===== src/rtl/sched_pkg.sv =====
package sched_pkg;
  typedef enum logic [1:0] {
    CTX_READY = 2'd0,
    CTX_EXEC  = 2'd1,
    CTX_STALL = 2'd2
  } ctx_state_e;
endpackage


===== src/rtl/ctx_slot.sv =====
module ctx_slot
  import sched_pkg::*;
#(
  parameter int ALU_RUN    = 20,
  parameter int TEX_LAT    = 50,
  parameter int PC_W       = 16,
  parameter int RUN_W      = 5,
  parameter int LAT_W      = 6,
  parameter bit START_EXEC = 1'b0
) (
  input  logic             clk,
  input  logic             rst_n,
  input  logic             issue_en,
  input  logic             pick,
  output ctx_state_e       state_o,
  output logic [PC_W-1:0]  pc_o,
  output logic             tex_o,
  output logic             elig_o
);
  ctx_state_e             st_q, st_d;
  logic [PC_W-1:0]        pc_q, pc_d;
  logic [RUN_W-1:0]       run_q, run_d;
  logic [LAT_W-1:0]       cnt_q, cnt_d;
  logic                   lat_done;

  assign lat_done = (cnt_q == LAT_W'(1));
  assign tex_o    = (run_q == RUN_W'(ALU_RUN));
  assign elig_o   = (st_q == CTX_READY) || ((st_q == CTX_STALL) && lat_done);
  assign state_o  = st_q;
  assign pc_o     = pc_q;

  always_comb begin
    st_d  = st_q;
    pc_d  = pc_q;
    run_d = run_q;
    cnt_d = cnt_q;
    if (issue_en) begin
      pc_d  = pc_q + PC_W'(1);
      run_d = tex_o ? '0 : run_q + RUN_W'(1);
    end
    unique case (st_q)
      CTX_EXEC: if (issue_en && tex_o) begin
        st_d  = CTX_STALL;
        cnt_d = LAT_W'(TEX_LAT - 1);
      end
      CTX_STALL: begin
        if (lat_done) st_d = pick ? CTX_EXEC : CTX_READY;
        else          cnt_d = cnt_q - LAT_W'(1);
      end
      CTX_READY: if (pick) st_d = CTX_EXEC;
      default: st_d = CTX_READY;
    endcase
  end

  always_ff @(posedge clk or negedge rst_n) begin
    if (!rst_n) begin
      st_q  <= START_EXEC ? CTX_EXEC : CTX_READY;
      pc_q  <= '0;
      run_q <= '0;
      cnt_q <= '0;
    end else begin
      st_q  <= st_d;
      pc_q  <= pc_d;
      run_q <= run_d;
      cnt_q <= cnt_d;
    end
  end

  // only the executing context may be told to issue
  a_r2_issue_only_exec: assert property (@(posedge clk) disable iff (!rst_n)
    issue_en |-> (st_q == CTX_EXEC));
  // a stalled context whose countdown is not finished stays stalled
  a_r4_stall_holds: assert property (@(posedge clk) disable iff (!rst_n)
    (st_q == CTX_STALL && !lat_done) |=> (st_q == CTX_STALL));
endmodule


===== src/rtl/rr_pick.sv =====
module rr_pick #(
  parameter int NUM = 4,
  parameter int TW  = 2
) (
  input  logic [NUM-1:0] elig,
  input  logic [TW-1:0]  start,
  output logic           found,
  output logic [TW-1:0]  sel
);
  always_comb begin
    found = 1'b0;
    sel   = '0;
    for (int k = 0; k < NUM; k++) begin
      int c;
      c = int'(start) + k;
      if (c >= NUM) c = c - NUM;
      if (!found && elig[c]) begin
        found = 1'b1;
        sel   = TW'(c);
      end
    end
  end
endmodule


===== src/rtl/stall_switch_sched.sv =====
module stall_switch_sched
  import sched_pkg::*;
#(
  parameter int NUM_CTX      = 4,
  parameter int REGS_PER_CTX = 4,
  parameter int ALU_RUN      = 20,
  parameter int TEX_LAT      = 50,
  parameter int PC_W         = 16,
  parameter int IDLE_W       = 16,
  localparam int TW          = $clog2(NUM_CTX),
  localparam int RFW         = $clog2(NUM_CTX * REGS_PER_CTX)
) (
  input  logic                 clk,
  input  logic                 rst_n,
  output logic                 issue_valid,
  output logic [TW-1:0]        issue_tid,
  output logic [PC_W-1:0]      issue_pc,
  output logic                 issue_is_tex,
  output logic [RFW-1:0]       issue_rf_base,
  output logic [2*NUM_CTX-1:0] ctx_state,
  output logic [IDLE_W-1:0]    idle_count
);
  localparam int RUN_W = $clog2(ALU_RUN + 2);
  localparam int LAT_W = $clog2(TEX_LAT + 1);

  logic [TW-1:0]     cur_q, cur_d, last_q, start;
  logic              vld_q, vld_d;
  logic [IDLE_W-1:0] idle_q;
  logic              idle_en;
  logic [NUM_CTX-1:0] elig, tex_v, pick_v, issue_v;
  logic [PC_W-1:0]   pc_arr [NUM_CTX];
  ctx_state_e        st_arr [NUM_CTX];
  logic              found, need_pick;
  logic [TW-1:0]     sel;

  for (genvar k = 0; k < NUM_CTX; k++) begin : g_ctx
    assign issue_v[k] = vld_q && (cur_q == TW'(k));
    assign pick_v[k]  = need_pick && found && (sel == TW'(k));
    ctx_slot #(
      .ALU_RUN(ALU_RUN), .TEX_LAT(TEX_LAT), .PC_W(PC_W),
      .RUN_W(RUN_W), .LAT_W(LAT_W), .START_EXEC(k == 0)
    ) u_slot (
      .clk(clk), .rst_n(rst_n), .issue_en(issue_v[k]), .pick(pick_v[k]),
      .state_o(st_arr[k]), .pc_o(pc_arr[k]), .tex_o(tex_v[k]), .elig_o(elig[k])
    );
    assign ctx_state[2*k +: 2] = st_arr[k];
  end

  // Search begins after the running context, or after the last issuer when idle
  always_comb begin
    logic [TW-1:0] base;
    base  = vld_q ? cur_q : last_q;
    start = (base == TW'(NUM_CTX - 1)) ? '0 : base + TW'(1);
  end

  rr_pick #(.NUM(NUM_CTX), .TW(TW)) u_pick (
    .elig(elig), .start(start), .found(found), .sel(sel)
  );

  assign issue_valid   = vld_q;
  assign issue_tid     = cur_q;
  assign issue_pc      = pc_arr[cur_q];
  assign issue_is_tex  = vld_q && tex_v[cur_q];
  assign issue_rf_base = RFW'(int'(cur_q) * REGS_PER_CTX);
  assign idle_count    = idle_q;
  assign need_pick     = !vld_q || tex_v[cur_q];
  assign idle_en       = !vld_q && (idle_q != '1);

  always_comb begin
    cur_d = cur_q;
    vld_d = vld_q;
    if (need_pick) begin
      vld_d = found;
      if (found) cur_d = sel;
    end
  end

  always_ff @(posedge clk or negedge rst_n) begin
    if (!rst_n) begin
      cur_q  <= '0;
      vld_q  <= 1'b1;
      last_q <= TW'(NUM_CTX - 1);
      idle_q <= '0;
    end else begin
      cur_q <= cur_d;
      vld_q <= vld_d;
      if (vld_q)   last_q <= cur_q;
      if (idle_en) idle_q <= idle_q + IDLE_W'(1);
    end
  end

  // issue strobe agrees with the per-context states
  a_r2_one_exec: assert property (@(posedge clk) disable iff (!rst_n)
    $countones(issue_v) <= 1 && (issue_valid == (st_arr[cur_q] == CTX_EXEC)));
  // the context that fetched a texture is stalled next cycle
  a_r4_stall_after_tex: assert property (@(posedge clk) disable iff (!rst_n)
    issue_is_tex |=> (st_arr[$past(issue_tid)] == CTX_STALL));
  // arithmetic issue keeps the same context running with the next pc
  a_r5_keep_running: assert property (@(posedge clk) disable iff (!rst_n)
    (issue_valid && !issue_is_tex) |=>
      (issue_valid && issue_tid == $past(issue_tid) && issue_pc == $past(issue_pc) + PC_W'(1)));
  // a texture issue hands the core to a different context
  a_r6_switch_away: assert property (@(posedge clk) disable iff (!rst_n)
    issue_is_tex |=> (!issue_valid || issue_tid != $past(issue_tid)));
  // an idle cycle raises the idle count by one
  a_r7_idle_count: assert property (@(posedge clk) disable iff (!rst_n)
    (!issue_valid && idle_count != '1) |=> (idle_count == $past(idle_count) + IDLE_W'(1)));
endmodule


===== config.mk =====
export PLATFORM = sky130hd
export DESIGN_NAME = stall_switch_sched
export DESIGN_NICKNAME = d
export VERILOG_FILES = /design/src/rtl/sched_pkg.sv /design/src/rtl/ctx_slot.sv /design/src/rtl/rr_pick.sv /design/src/rtl/stall_switch_sched.sv
export SDC_FILE = /design/constraint.sdc
export NUM_CORES = 1
export LEC_CHECK = 0
export BUFFER_PORTS_ARGS = -buffer_cell sky130_fd_sc_hd__buf_2
export CAP_MARGIN = 20
export CORE_MARGIN = 3
export CORE_UTILIZATION = 25
export DETAILED_ROUTE_END_ITERATION = 16
export HOLD_SLACK_MARGIN = 0.15
export MAX_ROUTING_LAYER = met4
export SLEW_MARGIN = 20
export SYNTH_ARGS = -nofsm -noshare
export SYNTH_HDL_FRONTEND = slang
export SYNTH_HIERARCHICAL = 1
export SYNTH_SLANG_ARGS = --single-unit

===== constraint.sdc =====
create_clock -name clk -period 8.5 [get_ports clk]
set_input_delay 1.275 -clock clk [delete_from_list [all_inputs] [get_ports clk]]
set_output_delay 1.275 -clock clk [all_outputs]
set_load 0.01 [all_outputs]

==> metrics, run 1 <==
worst clock skew=0.0122 ns; Worst Max-Slew Pin Slew=0.935 ns; antenna diode count=0; # placed instances=1149; routed vias/inst=4.86; DIE AREA=33100 µm²; ranking of synthesized cells by area=sky130_fd_sc_hd__dfrtp_1 (43%), sky130_fd_sc_hd__mux4_2 (5.0%), sky130_fd_sc_hd__xor2_1 (4.8%), sky130_fd_sc_hd__ha_1 (3.4%), sky130_fd_sc_hd__inv_1 (2.9%); number of max-slew violations in the final report=0; Filler cells=3043; synthesis-stage register bit count=137; number of top-level design ports=50; CP startpoint kind=flop; die width=182 µm; placeable core region=30000 µm²; Post-synth EDFFs=0; initial cell density of the core=0.257; area share of the leading cell type in the synthesized netlist=0.431; cell area power density=160 nW/µm²; share of the yosys chip area belonging to registers=0.444; sort of element at the end of the critical path=primary output; setup violators final=0; most frequent cell after synthesis=sky130_fd_sc_hd__dfrtp_1; number of nets in the final layout=801; GRT Resource Usage Total=0.108; commonest cells in the netlist=sky130_fd_sc_hd__dfrtp_1 (133), sky130_fd_sc_hd__inv_1 (59), sky130_fd_sc_hd__xor2_1 (42); sum of negative setup slack=0 ns; number of unique standard cell types used by synthesis=68; via count of the routed design=5735; final std cell area, no fill=8960 µm²; Port Buf Inserts=47; Setup Buffers After CTS=0; fraction of synthesis flops using an asynchronous set or reset pin=1.00; Max Cap Viol=0; Resized cells post-CTS=0; upper clock frequency limit=284 MHz; result of the run=complete, no violations; worst-case clock buffer depth=2; total leakage power=3.93 nW; CTS root buf=sky130_fd_sc_hd__clkbuf_16; setup slack of the worst register-to-register path=5.29 ns; primary flip-flop cell chosen by synthesis mapping=sky130_fd_sc_hd__dfrtp_1; TritonCTS clock tree=done; VDD IR max=0.122 mV; HPWL reported at the end of detailed placement=11700 µm; number of DRC violations after detailed-routing iteration 0=362; number of cell instances on the worst register-to-register path=10; H-tree levels=4; warning count from the yosys run=6; CTS Sinks=137; 1st-pass router iterations=7; number of hold buffers added after cts=0; die height=182 µm; cell chain of the critical path=inv_1 > ha_1 > and4b_1 > mux4_2 > and2_1 > buf_2; worst hold path stage count=1; vias in the first global route=5637; overall power of the completed layout=1.43 mW; Cell Count, Final, Fillers Out=1181; proportion of layout cells with a drive suffix above 1=0.192; worst hold path type=flop to flop; crit path DAT=2.25 ns; path type of the worst setup path=flop to primary output; Post-Syn Area=7730 µm²; cell taking the most area after synthesis=sky130_fd_sc_hd__dfrtp_1; post-route fraction of the period consumed by the critical path=0.414; minimum clock period=3.52 ns; clock input transition at the sequential cells of the worst setup and hold paths=0.06 ns; critical-path maximum fanout=5; Synth Instances=738; setup repair after global routing missed its margin=false; clock latency on the worst-skew pair=0.42 ns; wire length of the first global-routing pass=28600 µm; worst stage delay on the critical path=0.53 ns; FP Rows=63; synthesized area divided by synthesized cell count=10.5 µm²; DRT Wirelength=16700 µm; area grow syn2layout=16.0%; number of clock buffers inserted by TritonCTS=17; final antenna-violating net count=0; routed length per instance=14.1 µm; worst endpoint required time=7.22 ns; initial antenna violation count=0; maximum number of pins on one net before global-route repair=80; global-route congestion overflow total=0; Rel. slew slack=0.377; cell area after placement=8350 µm²; RePlAce Congestion=0.792; cell with the biggest individual delay on the critical path=sky130_fd_sc_hd__mux4_2; endpoints failing hold=0; post-route DRC violation count=0
==> layout make-up <==
class | instances | area (µm²) | area share
multi-input combinational | 510 | 3930 | 0.438
tap | 390 | 488 | 0.0544
clock inverter | 14 | 171 | 0.0191
inverter | 60 | 225 | 0.0251
timing repair buffer | 52 | 279 | 0.0311
clock buffer | 18 | 439 | 0.0490
sequential | 137 | 3430 | 0.383
==> layer usage <==
| metal | part of all wire | routed length [µm] | track usage |
|---|---|---|---|
| met2 | 0.48 | 7920 | 0.166 |
| met4 | 0.019 | 321 | 0.0399 |
| met3 | 0.028 | 474 | 0.0206 |
| met5 | 0 | 0 | - |
| met1 | 0.48 | 7940 | 0.141 |
==> power by group <==
part	total, mW	internal (mW)	switching, mW
Combinational	0.0139	0.000739	0.0132
Clock	0.765	0.470	0.295
Sequential	0.652	0.652	0
Total	1.43	1.12	0.308
==> critical path: cells and delay by family (launching register included) <==
kind,cells,cell delay [ns]
mux,1,0.53
flops,1,0.38
buf+inv,2,0.21
simple gates,2,0.45
fa+ha+maj,1,0.26
==> through the flow <==
| step | util | hold WS [ns] | setup slack, ns |
|---|---|---|---|
| 2_1_floorplan | - | 0.436 | 5.67 |
| 3_3_place_gp | 0.278 | 0.461 | 5.43 |
| 3_5_place_dp | 0.278 | 0.454 | 5.38 |
| 4_1_cts | 0.299 | 0.465 | 4.94 |
| 5_1_grt | 0.299 | 0.503 | 4.88 |
| 6_report | 0.299 | 0.462 | 4.98 |
==> logic make-up after synthesis <==
| logic type | share of synthesized area |
|---|---|
| AOI/OAI and AO/OA | 0.130 |
| adders and majority gates | 0.0340 |
| and+or+nand+nor | 0.196 |
| buffers and inverters | 0.0492 |
| muxes | 0.0698 |
| DFF | 0.444 |
| xor gates and xnor gates | 0.0759 |
| other | 0.000485 |
==> registers in the layout (all words and copies together), names as in the netlist <==
register and count:
issue_tid 2, last_q 2, g_ctx.u_slot/state_o 8, idle_count 16
g_ctx.u_slot/cnt_q 24, g_ctx.u_slot/run_q 20, g_ctx.u_slot/pc_o 64, issue_valid 1
==> worst paths after layout <==
| kind | start | end |
|---|---|---|
| max in group asynchronous | rst_n | idle_count[15] |
| max reg2reg | g_ctx[2].u_slot/cnt_q[1] | g_ctx[2].u_slot/state_o[0] |
| min in group asynchronous | rst_n | g_ctx[2].u_slot/pc_o[12] |
| min reg2reg | g_ctx[3].u_slot/pc_o[15] | g_ctx[3].u_slot/pc_o[15] |
| max | g_ctx[3].u_slot/run_q[0] | issue_is_tex |
| min | g_ctx[3].u_slot/pc_o[15] | g_ctx[3].u_slot/pc_o[15] |
==> cells in the final DEF, fill, tap and decap left out, types with 5 or more instances in the layout <==
| cell type | netlist | layout |
|---|---|---|
| sky130_fd_sc_hd__nor3_1 | 31 | 30 |
| sky130_fd_sc_hd__and3b_1 | 7 | 7 |
| sky130_fd_sc_hd__buf_4 | 5 | 5 |
| sky130_fd_sc_hd__a21oi_1 | 35 | 35 |
| sky130_fd_sc_hd__dfrtp_1 | 133 | 133 |
| sky130_fd_sc_hd__and4b_1 | 6 | 6 |
| sky130_fd_sc_hd__inv_1 | 59 | 59 |
| sky130_fd_sc_hd__o21a_1 | 5 | 5 |
| sky130_fd_sc_hd__o21ai_0 | 29 | 29 |
| sky130_fd_sc_hd__or2_1 | 6 | 6 |
| sky130_fd_sc_hd__a31oi_1 | 7 | 7 |
| sky130_fd_sc_hd__nor2b_1 | 13 | 13 |
| sky130_fd_sc_hd__xor2_1 | 42 | 42 |
| sky130_fd_sc_hd__nand3_1 | 24 | 24 |
| sky130_fd_sc_hd__nand4_1 | 26 | 26 |
| sky130_fd_sc_hd__nor4_1 | 17 | 17 |
| sky130_fd_sc_hd__o22ai_1 | 10 | 10 |
| sky130_fd_sc_hd__nand2_1 | 36 | 36 |
| sky130_fd_sc_hd__and3_1 | 8 | 8 |
| sky130_fd_sc_hd__nand4b_1 | 9 | 9 |
| sky130_fd_sc_hd__o211ai_1 | 16 | 16 |
| sky130_fd_sc_hd__clkbuf_16 | 0 | 17 |
| sky130_fd_sc_hd__ha_1 | 21 | 21 |
| sky130_fd_sc_hd__or2_2 | 5 | 5 |
| sky130_fd_sc_hd__o221ai_1 | 5 | 5 |
| sky130_fd_sc_hd__mux2_2 | 9 | 9 |
| sky130_fd_sc_hd__buf_2 | 10 | 46 |
| sky130_fd_sc_hd__xnor2_1 | 25 | 25 |
| sky130_fd_sc_hd__mux4_2 | 17 | 17 |
| sky130_fd_sc_hd__nor2_1 | 17 | 17 |
Note: power is estimated with default switching activity, not from simulation.
==> inputs of run 2 (changes only) <==
==> constraint.sdc (replaced) <==
create_clock -name clk -period 3 [get_ports clk]
set_input_delay 0.45 -clock clk [delete_from_list [all_inputs] [get_ports clk]]
set_output_delay 0.45 -clock clk [all_outputs]
set_load 0.01 [all_outputs]
==> metrics, run 2 (synthesized netlist as in run 1, its figures left out) <==
result of the run=complete, no violations; initial cell density of the core=0.257 (unchanged); Worst Max-Slew Pin Slew=0.640 ns (-0.294 ns); DIE AREA=33100 µm² (unchanged); number of clock buffers inserted by TritonCTS=17 (unchanged); cell-internal power=3.26 mW (+190%); FP Rows=63 (unchanged); number of nets in the final layout=812 (+1.4%); worst hold-check slack=0.464 ns (+0.00211 ns); die height=182 µm (unchanged); worst endpoint required time=3.34 ns (-3.88 ns); max reg flops=64 (unchanged); antenna diode count=0 (unchanged); via count of the routed design=5762 (+0.47%); crit-path leading delay family=simple AND/OR/NAND/NOR gates; number of top-level design ports=50 (unchanged); setup violators final=0 (unchanged); GRT Resource Usage Total=0.109 (+0.00100); combinational group share of total power=0.010 (about the same); Rel. slew slack=0.573 (+0.196); upper clock frequency limit=346 MHz; worst-case clock buffer depth=2 (unchanged); VDD IR max=0.286 mV (+130%); critical-path maximum fanout=4 (-1); Switch Pwr=0.900 mW (+190%); routed length per instance=14.4 µm (+1.9%); CTS root buf=sky130_fd_sc_hd__clkbuf_16; 1st-pass router iterations=5 (-2); RePlAce Congestion=0.871 (+9.9%); proportion of layout cells with a drive suffix above 1=0.213 (+0.0211); number of DRC violations after detailed-routing iteration 0=265 (-27%); endpoints failing hold=0 (unchanged); cell area after placement=8440 µm² (+1.0%); Cell Count, Final, Fillers Out=1192 (+0.93%); total leakage power=4.01 nW (+1.9%); final std cell area, no fill=9130 µm² (+1.8%); global-route congestion overflow total=0 (unchanged); placeable core region=30000 µm² (unchanged); Max Cap Viol=0 (unchanged); die width=182 µm (unchanged); cell chain of the critical path=inv_1 > ha_1 > or4b_1 > or2_1 > a21oi_2 > inv_1 > a221o_1 > a21oi_2 > nand2_1 > nor3_2 > o22ai_1 > o22ai_1; commonest non-fill, non-tap cell in the layout=sky130_fd_sc_hd__dfrtp_1; proportion of total power due to net switching=0.216 (+0.000856); minimum clock period=2.89 ns; H-tree levels=4 (unchanged); DRT Wirelength=17100 µm (+2.9%); wire length of the first global-routing pass=29000 µm (+1.4%); setup slack of the worst register-to-register path=0.11 ns (-5.18 ns); maximum number of pins on one net before global-route repair=66 (-18%); CP startpoint kind=flop; crit path DAT=3.23 ns (+0.98 ns); worst hold path type=flop to flop; number of buffers and inverters on the critical path=2 (unchanged); cell area power density=456 nW/µm² (+190%); clock group share of total power=0.546 (+0.011); final core utilization=0.304 (+0.00542); CTS Sinks=137 (unchanged); Setup Buffers After CTS=0 (unchanged); cell with the biggest individual delay on the critical path=sky130_fd_sc_hd__or4b_1; post-route DRC violation count=0 (unchanged); final antenna-violating net count=0 (unchanged); number of max-slew violations in the final report=0 (unchanged); area grow syn2layout=18.1%; path type of the worst setup path=flop to flop; clock input transition at the sequential cells of the worst setup and hold paths=0.07 ns (about the same); most frequent cells in the layout=sky130_fd_sc_hd__dfrtp_1 (133), sky130_fd_sc_hd__inv_1 (59), sky130_fd_sc_hd__buf_2 (46); # placed instances=1159 (+0.87%); vias in the first global route=5667 (+0.53%); sort of element at the end of the critical path=flop; HPWL reported at the end of detailed placement=12100 µm (+3.2%); relative contribution of sequential cells to total power=0.444 (-0.012); clock latency on the worst-skew pair=0.42 ns (about the same); post-route fraction of the period consumed by the critical path=0.964; worst clock skew=0.0124 ns (+0.000145 ns); Port Buf Inserts=47 (unchanged); routed vias/inst=4.83 (-0.46%); initial antenna violation count=0 (unchanged); worst stage delay on the critical path=0.47 ns (-0.06 ns); TritonCTS clock tree=done
-- run 2: timing repair --
| action | 4_1_cts | 5_1_grt |
|---|---|---|
| hold endpoints to repair | 63 | 0 |
| hold buffers | 1 | 0 |
| endpoints found under the setup margin | 0 | 4 |
| resized for setup | 0 | 9 |
-- run 2: path summary, 6_finish.rpt --
kind | start | endpoint | cells after the start
min reg2reg | g_ctx[2].u_slot/pc_o[15] | g_ctx[2].u_slot/pc_o[15] | 1
max | g_ctx[1].u_slot/cnt_q[1] | g_ctx[1].u_slot/state_o[0] | 12
min | g_ctx[2].u_slot/pc_o[15] | g_ctx[2].u_slot/pc_o[15] | 1
max in group asynchronous | rst_n | g_ctx[0].u_slot/state_o[0] | 3
max reg2reg | g_ctx[1].u_slot/cnt_q[1] | g_ctx[1].u_slot/state_o[0] | 12
min in group asynchronous | rst_n | g_ctx[3].u_slot/pc_o[12] | 2
-- run 2: final cells by class --
cell class / count / area, µm²
Clock buffer: 17 / 425
Multi-Input combinational cell: 510 / 3970
Timing Repair Buffer: 63 / 377
Inverter: 60 / 225
Fill cell: 3040 / 20900
Tap cell: 390 / 488
Sequential cell: 137 / 3430
Clock inverter: 15 / 214
-- run 2: per-layer routing --
metal,vias up,track usage,routed length (µm)
met4,0,0.0402,319
li1,2808,-,-
met1,2864,0.135,7980
met5,-,-,0
met2,74,0.177,8430
met3,16,0.0188,403
-- run 2: stage by stage --
| step | worst slack, ns | power (mW) | setup TNS [ns] |
|---|---|---|---|
| final | 0.108 | 4.16 | 0 |
| after global routing | -0.0654 | 4.31 | -0.104 |
| after CTS | 0.0717 | 4.22 | 0 |
| after detailed placement | 0.103 | 1.93 | 0 |
| after global placement | 0.129 | 1.93 | 0 |
| after floorplan | 0.180 | 1.89 | 0 |
-- run 2: power groups by stage --
stage	registers, mW	clock network, mW	logic, mW
4_1_cts	1.85	2.33	0.0474
3_3_place_gp	1.88	0	0.0466
3_5_place_dp	1.88	0	0.0461
2_1_floorplan	1.88	0	0.00302
6_report	1.85	2.27	0.0435
5_1_grt	1.85	2.41	0.0523
==> inputs of run 3 (changes only) <==
--- a/config.mk
+++ b/config.mk
@@ -5,9 +5,10 @@
 export SDC_FILE = /design/constraint.sdc
 export NUM_CORES = 1
 export LEC_CHECK = 0
+export ABC_AREA = 1
 export BUFFER_PORTS_ARGS = -buffer_cell sky130_fd_sc_hd__buf_2
 export CAP_MARGIN = 20
-export CORE_MARGIN = 3
+export CORE_MARGIN = 10
 export CORE_UTILIZATION = 25
 export DETAILED_ROUTE_END_ITERATION = 16
 export HOLD_SLACK_MARGIN = 0.15
==> metrics, run 3 <==
result of the run=complete, no violations; antenna diode count=0 (unchanged); worst flop-to-flop path startpoint=issue_valid; total leakage power=4.53 nW (+13%); H-tree levels=4 (unchanged); overall power of the completed layout=4.03 mW (-3.1%); GRT Resource Usage Total=0.102 (-0.00663); CTS Sinks=137 (unchanged); Max Cap Viol=0 (unchanged); vias in the first global route=6482 (+14%); initial antenna violation count=0 (unchanged); DRT Wirelength=19700 µm (+15%); critical-path maximum fanout=16 (+12); final antenna-violating net count=0 (unchanged); worst hold-check slack=0.468 ns (+0.00363 ns); number of cell instances on the worst register-to-register path=15 (+3); minimum clock period=2.79 ns (-0.0975 ns); via count of the routed design=6990 (+21%); warning count from the yosys run=6 (unchanged); HPWL reported at the end of detailed placement=14700 µm (+21%); synthesis-stage register bit count=137 (unchanged); number of max-slew violations in the final report=0 (unchanged); worst-case clock buffer depth=2 (unchanged); number of nets in the final layout=1150 (+42%); CTS root buf=sky130_fd_sc_hd__clkbuf_16; RePlAce Congestion=0.892 (+2.5%); most frequent cells in the layout=sky130_fd_sc_hd__nand2_1 (296), sky130_fd_sc_hd__dfrtp_1 (133), sky130_fd_sc_hd__nand3_1 (127); worst hold path type=flop to flop; final std cell area, no fill=9510 µm² (+4.2%); wire length of the first global-routing pass=33200 µm (+14%); Setup Buffers After CTS=0 (unchanged); setup slack of the worst register-to-register path=0.36 ns (+0.25 ns); endpoints failing hold=0 (unchanged); Port Buf Inserts=47 (unchanged); TritonCTS clock tree=done; number of top-level design ports=50 (unchanged); Worst Max-Slew Pin Slew=1.10 ns (+0.456 ns); most frequent cell after synthesis=sky130_fd_sc_hd__nand2_1; share of the yosys chip area belonging to registers=0.422 (-0.0223); clock input transition at the sequential cells of the worst setup and hold paths=0.06 ns (about the same); setup violators final=0 (unchanged); Hold Crit Start=g_ctx[0].u_slot/run_q[4]; setup repair after global routing missed its margin=false; CP startpoint kind=flop; initial cell density of the core=0.252 (-0.00535); Post-Syn Area=8140 µm² (+5.3%); area grow syn2layout=16.9%; synthesized area divided by synthesized cell count=7.61 µm² (-27%); sum of negative setup slack=0 ns (unchanged); global-route congestion overflow total=0 (unchanged); routed length per instance=12.5 µm (-13%); proportion of layout cells with a drive suffix above 1=0.141 (-0.0720); area share of the leading cell type in the synthesized netlist=0.409 (-0.0216); Post-synth EDFFs=0 (unchanged); Rel. slew slack=0.267 (-0.307); worst clock skew=0.0113 ns (-0.00109 ns); Filler cells=3475 (+14%); FP Rows=66 (+4.8%); routed vias/inst=4.42 (-8.6%); commonest non-fill, non-tap cell in the layout=sky130_fd_sc_hd__nand2_1; crit path DAT=2.34 ns (-0.89 ns); placeable core region=32300 µm² (+7.5%); Synth Instances=1069 (+45%); commonest cells in the netlist=sky130_fd_sc_hd__nand2_1 (296), sky130_fd_sc_hd__dfrtp_1 (133), sky130_fd_sc_hd__nand3_1 (127); upper clock frequency limit=358 MHz (+3.5%); maximum number of pins on one net before global-route repair=71 (+7.6%); max reg flops=64 (unchanged); number of unique standard cell types used by synthesis=31 (-54%); endpoint of the worst hold-timing path=g_ctx[0].u_slot/run_q[4]; worst endpoint required time=2.55 ns (-0.79 ns); final core utilization=0.295 (-0.00938); fraction of synthesis flops using an asynchronous set or reset pin=1.00 (unchanged); post-route DRC violation count=0 (unchanged); primary flip-flop cell chosen by synthesis mapping=sky130_fd_sc_hd__dfrtp_1; capture point of the worst reg-to-reg path=g_ctx[2].u_slot/state_o[0]; worst hold path stage count=1 (unchanged); cell area after placement=8900 µm² (+5.4%); cell area power density=424 nW/µm² (-7.0%); VDD IR max=0.290 mV (+1.4%); cell taking the most area after synthesis=sky130_fd_sc_hd__dfrtp_1; post-route fraction of the period consumed by the critical path=0.932 (-0.0325); sort of element at the end of the critical path=primary output; clock latency on the worst-skew pair=0.42 ns (about the same); path type of the worst setup path=flop to primary output; number of clock buffers inserted by TritonCTS=17 (unchanged); die width=200 µm (+10%); die height=200 µm (+10%); 1st-pass router iterations=5 (unchanged); number of DRC violations after detailed-routing iteration 0=549 (+110%); ranking of synthesized cells by area=sky130_fd_sc_hd__dfrtp_1 (41%), sky130_fd_sc_hd__nand2_1 (14%), sky130_fd_sc_hd__nand3_1 (7.8%), sky130_fd_sc_hd__inv_1 (5.6%), sky130_fd_sc_hd__nor2_1 (4.6%); DIE AREA=40200 µm² (+21%)
==> run 3: cell count changes after synthesis, sizes merged, moves of 15 or more <==
cell    delta
nand2    +288
nand3    +109
nor2     +107
inv       +69
nor4      -18
mux4      -17
a22oi     +16
o211ai    -16
xor2      -15
==> run 3: stage by stage <==
step | cells | setup WS [ns]
after CTS | 1581 | 0.177
after detailed placement | 1548 | 0.372
after floorplan | 1070 | 0.642
final | 1582 | 0.205
after global routing | 1582 | 0.0526
after global placement | 1548 | 0.478
==> run 3: where the power goes <==
group	internal (mW)	leakage (nW)	switching, mW
clock	1.32	0.286	0.818
sequential	1.85	1.78	0
combinational	0.00563	2.47	0.0378
total	3.18	4.53	0.856
==> run 3: cells by family (layout without fill, tap and decap cells) <==
group,Yosys count,after routing,share of synthesized area
other,1,2,0.000461
AOI/OAI and AO/OA,83,83,0.0574
buffers and inverters,150,220,0.0750
and+or+nand+nor,630,630,0.362
DFF,137,137,0.422
xor gates and xnor gates,47,47,0.0506
adders and majority gates,21,21,0.0323
==> run 3: area by class of cell <==
| cell class | instances | area [µm²] | area share |
|---|---|---|---|
| Sequential cell | 137 | 3430 | 0.361 |
| Timing Repair Buffer | 59 | 347 | 0.0364 |
| Clock inverter | 12 | 150 | 0.0158 |
| Tap cell | 442 | 553 | 0.0582 |
| Multi-Input combinational cell | 783 | 4100 | 0.431 |
| Inverter | 129 | 484 | 0.0509 |
| Clock buffer | 20 | 447 | 0.0470 |
==> run 3: worst max-delay path: stages, from the launching register on <==
cell and delay [ns]:
sky130_fd_sc_hd__dfrtp_1 0.47, sky130_fd_sc_hd__inv_2 0.05, sky130_fd_sc_hd__nor2_1 0.82, sky130_fd_sc_hd__a22oi_1 0.17
sky130_fd_sc_hd__nand3_1 0.24, sky130_fd_sc_hd__buf_2 0.17
==> run 3: worst max-delay path by stage <==
stage / from / endpoint / slack, ns / cells after the start
4_1_cts: issue_tid[0] / issue_pc[1] / 0.18 / 4
3_5_place_dp: issue_valid / g_ctx[2].u_slot/state_o[0] / 0.37 / 15
3_3_place_gp: issue_valid / g_ctx[2].u_slot/state_o[0] / 0.48 / 15
2_1_floorplan: issue_tid[1] / g_ctx[1].u_slot/state_o[0] / 0.64 / 18
5_1_grt: issue_valid / g_ctx[0].u_slot/state_o[0] / 0.05 / 12
6_report: issue_tid[0] / issue_pc[1] / 0.21 / 5
==> run 3: routing by layer <==
layer	part of all wire	wire, µm	GRT usage
met5	0	0	-
met4	0.0071	140	0.0243
met1	0.50	9820	0.139
met3	0.062	1220	0.0266
met2	0.43	8510	0.148
==> run 3: what timing repair did <==
| item | CTS | global route |
|---|---|---|
| setup endpoints to repair | 0 | 0 |
| hold buffers | 1 | 0 |
| resized for setup | 0 | 0 |
| endpoints found under the hold margin | 66 | 0 |
